[src/rtl/cs_block_framer.sv]
module cs_block_framer #(
  parameter int FRAMES     = 192,
  parameter int MARK_DELAY = 2,
  parameter int MARK_LEN   = 16
) (
  input  logic clk,
  input  logic rst_n,
  input  logic frame_stb,
  input  logic z_pre,
  input  logic sub_stb,
  input  logic sub_right,
  input  logic c_bit,
  input  logic u_bit,
  input  logic wclk,
  output logic blk_mark,
  output logic c_out,
  output logic u_out
);
  localparam int CW = $clog2(FRAMES);
  localparam logic [CW-1:0] LAST   = CW'(FRAMES - 1);
  localparam logic [CW-1:0] MSTART = CW'(MARK_DELAY);
  localparam logic [CW-1:0] MEND   = CW'(MARK_DELAY + MARK_LEN);

  logic [CW-1:0] cnt;
  logic [CW-1:0] cnt_nx;
  logic          seen;
  logic          seen_nx;
  logic [2:0]    ws;
  logic          wedge;
  logic          lc, lu, rc, ru;

  assign cnt_nx  = (z_pre || cnt == LAST) ? '0 : cnt + 1'b1;
  assign seen_nx = seen | z_pre;
  assign wedge   = ws[2] ^ ws[1];

  always_ff @(posedge clk or negedge rst_n) begin
    if (!rst_n) begin
      cnt      <= '0;
      seen     <= 1'b0;
      blk_mark <= 1'b0;
    end else if (frame_stb) begin
      cnt      <= cnt_nx;
      seen     <= seen_nx;
      blk_mark <= seen_nx && cnt_nx >= MSTART && cnt_nx < MEND;
    end
  end

  always_ff @(posedge clk or negedge rst_n) begin
    if (!rst_n) begin
      {lc, lu, rc, ru} <= '0;
    end else if (sub_stb) begin
      if (sub_right) {rc, ru} <= {c_bit, u_bit};
      else           {lc, lu} <= {c_bit, u_bit};
    end
  end

  always_ff @(posedge clk or negedge rst_n) begin
    if (!rst_n) begin
      ws    <= '0;
      c_out <= 1'b0;
      u_out <= 1'b0;
    end else begin
      ws <= {ws[1:0], wclk};
      if (wedge) begin
        c_out <= ws[1] ? lc : rc;
        u_out <= ws[1] ? lu : ru;
      end
    end
  end

  AST_MARK_ON_FRAME: assert property (@(posedge clk) disable iff (!rst_n)
    !$stable(blk_mark) |-> $past(frame_stb));
  AST_Z_RESTARTS: assert property (@(posedge clk) disable iff (!rst_n)
    frame_stb && z_pre |=> cnt == '0);
  AST_NO_MARK_AT_Z: assert property (@(posedge clk) disable iff (!rst_n)
    frame_stb && z_pre |=> !blk_mark);
  AST_CNT_RANGE: assert property (@(posedge clk) disable iff (!rst_n)
    cnt <= LAST);
  AST_MARK_NEEDS_Z: assert property (@(posedge clk) disable iff (!rst_n)
    !seen |-> !blk_mark);
  AST_C_ON_EDGE: assert property (@(posedge clk) disable iff (!rst_n)
    !$stable(c_out) |-> $past(wedge));
  AST_U_ON_EDGE: assert property (@(posedge clk) disable iff (!rst_n)
    !$stable(u_out) |-> $past(wedge));
endmodule

[config.mk]
export PLATFORM = sky130hd
export DESIGN_NAME = cs_block_framer
export DESIGN_NICKNAME = d
export VERILOG_FILES = /design/src/rtl/cs_block_framer.sv
export SDC_FILE = /design/constraint.sdc
export NUM_CORES = 1
export LEC_CHECK = 0
export ABC_AREA = 1
export CAP_MARGIN = 20
export CORE_MARGIN = 3
export CORE_UTILIZATION = 28
export CTS_CLUSTER_SIZE = 14
export DETAILED_ROUTE_END_ITERATION = 12
export DONT_BUFFER_PORTS = 1
export PLACE_DENSITY = 0.37
export SLEW_MARGIN = 10
export SYNTH_ARGS = -nofsm -noshare
export SYNTH_HDL_FRONTEND = slang
export SYNTH_SLANG_ARGS = --single-unit
[constraint.sdc]
create_clock -name clk -period 1.65 [get_ports clk]
set_input_delay 0.33 -clock clk [delete_from_list [all_inputs] [get_ports clk]]
set_output_delay 0.33 -clock clk [all_outputs]
set_load 0.01 [all_outputs]
==> impl_metrics.toml, run 1 <==
[timing]
final_max_slew_viol_count = 0
min_period_ns = 1.50
whs_ns = 0.0462
final.setup.tns_ns = 0
layout_setup_ws_ns = 0.148
post-route-period-util = 0.910
skew_ns = 0.00218
worst_pin_slew_ns = 0.866
hold_viol = 0
rsz0062_at_grt = "no"
final-setup-viol-count = 0
relSlewSlack = 0.421
fmax_mhz = 666

[floorplanning]
core_um2 = 3150
die_area_um2 = 4170
placementRows = 20
ioPinCount = 12
die_h_um = 64.6
initial_utilization = 0.305
die_w_um = 64.6

[synthesis]
netlist_area_um2 = 961
synthCells = 122
ys_ff_latch = 19
synth_warnings = 0
ys.flop_type = "dfrtp_1"
synth_edf_count = 0
avgSynthCellArea_um2 = 7.88
async_flop_share = 1.00
synth_cell_types = 21
synthesis.nets = 132
synth_top_area_share = 0.495
yosysTopAreaCell = "dfrtp_1"
synth_area_leaders = "dfrtp_1, nand2_1, o21ai_0"
yosysSeqAreaShare = 0.495

[routing]
via_per_inst = 4.31
wire_per_inst_um = 11.6
drt_wl_total_um = 1970
drt_iter0_drc = 20
ant_nets = 0
vias = 732
drc = 0
dr.pass1.iters = 4

[placed_design]
io_buffers = 0
hpwl_um = 1470
dp_slack_ns = 0.0582
gp_congestion = 0.820

[grt]
grt_start_max_net_pins = 20
grt_pass1_vias = 697
grt_antenna_before_repair = 0
overflow = 0
grt_first_pass_wirelength_um = 3440
grtUsageTotal = 0.109

[cts]
htree_levels = 1
clk_pin_slew_worst_paths_ns = 0.11
cts_buffer_depth = 2
clkSinkCount = 19
clock_latency_ns = 0.30
tritoncts = "built"
root_buffer = "clkbuf_4"
cts_buffers = 3
post_cts_buffers = 0

[run_status]
outcome = "completed"

[worst_setup_path]
critPathKind = "reg2reg"
required_ns = 1.85
crit_arrival_ns = 1.71
cp-end-kind = "register"
worst-path-max-fanout = 6
cp-start-kind = "register"

[layout]
diodes = 0
final_cell_mix = "nand2_1, dfrtp_1, inv_1, o21ai_0, nor2_1"
layout-drive-gt1-share = 0.111
fillerInstances = 348
area_delta_synth_final_pct = 10.0
fin_nets = 137
mostFrequentLayoutCell = "nand2_1"

[power]
p_total_uw = 870
ir_drop_mv = 0.295
power.density_nw_per_um2 = 823
power.leakage_uw = 0.000513

[hold_path]
min_path_type = "in2reg"

[run]
drv_cap = 0
-- per-layer routing --
| layer | global-route usage | up-vias | share of wire |
|---|---|---|---|
| met4 | 0.0396 | 0 | 0.0096 |
| li1 | - | 392 | - |
| met1 | 0.147 | 322 | 0.48 |
| met3 | 0.0381 | 2 | 0.062 |
| met5 | 0 | - | 0 |
| met2 | 0.161 | 16 | 0.44 |
-- cell families (layout without fill, tap and decap cells) --
kind of cell,after synthesis,after routing,share of synthesized area
simple gates,64,64,0.305
compound gates,19,19,0.108
xor+xnor,1,1,0.00912
buf+inv,18,22,0.0703
flops,19,19,0.495
fa+ha+maj,1,1,0.0130
-- cell type report --
type	count	area, um2	area share
flip-flops and latches	19	475	0.450
clock buffers	3	22.5	0.0213
inverters	17	63.8	0.0604
multi-input cells	85	425	0.402
clock inverters	1	5.00	0.00473
well taps	44	55.1	0.0521
repair buffers	1	10.0	0.00947
-- timing repair --
| item | CTS | global route |
|---|---|---|
| hold buffers | 1 | 0 |
| gates resized for setup | 0 | 1 |
| hold endpoints to repair | 19 | 0 |
| endpoints found under the setup margin | 0 | 2 |
-- Yosys cell counts (2+ instances only) --
library cell,instances
a21oi_1,2
dfrtp_1,19
nand2_4,2
nand2_1,38
inv_1,16
nand3_1,5
a22oi_1,2
o21ai_0,12
o21ai_1,2
nand3_2,2
nor2_2,2
nor2_1,11
-- final timing paths --
check / startpoint / to / slack (ns) / cells past startpoint
setup reg to reg: cnt[0] / blk_mark / 0.15 / 9
max in group asynchronous: rst_n / lu / 0.54 / 1
hold reg to reg: ws[0] / ws[1] / 0.37 / 0
min in group asynchronous: rst_n / cnt[7] / 0.58 / 1
setup / recovery: cnt[0] / blk_mark / 0.15 / 9
hold / removal: wclk / ws[0] / 0.05 / 0
-- report_power, final --
| part | leakage [uW] | internal, uW | total [uW] | switching [uW] |
|---|---|---|---|---|
| Clock | 0.0000177 | 90.3 | 237 | 147 |
| Sequential | 0.000241 | 503 | 538 | 34.8 |
| Combinational | 0.000254 | 35.4 | 95.0 | 59.7 |
-- metrics by stage --
| step | util | cell area, um2 | cells |
|---|---|---|---|
| 6_report | 0.335 | 1060 | 170 |
| 5_1_grt | 0.335 | 1060 | 170 |
| 4_1_cts | 0.333 | 1050 | 170 |
| 3_5_place_dp | 0.321 | 1010 | 165 |
| 3_3_place_gp | 0.321 | 1010 | 165 |
| 2_1_floorplan | - | 961 | 122 |
-- critical path: stages (launching register included) --
cell and delay, ns:
dfrtp_1 0.42, ha_1 0.25, nand3_2 0.13, inv_2 0.07
a21oi_4 0.19, nand2_1 0.11, nand3_1 0.08, nand2_1 0.05
nand3_1 0.08, nand2_1 0.04
-- state kept, by name, indices dropped and copies added (netlist names) --
register  flops
u_out         1
seen          1
ws            3
cnt           8
lu            1
blk_mark      1
lc            1
rc            1
c_out         1
ru            1
Note: power is estimated with default switching activity, not from simulation.
==> run 2, diff against run 1 <==
Settings changed: CTS_BUF_LIST from default to sky130_fd_sc_hd__clkbuf_2 sky130_fd_sc_hd__clkbuf_4 sky130_fd_sc_hd__clkbuf_8, TNS_END_PERCENT from default to 100.
==> results of run 2 <==
Same layout as run 1: the final DEF is identical, and so are final timing and power.
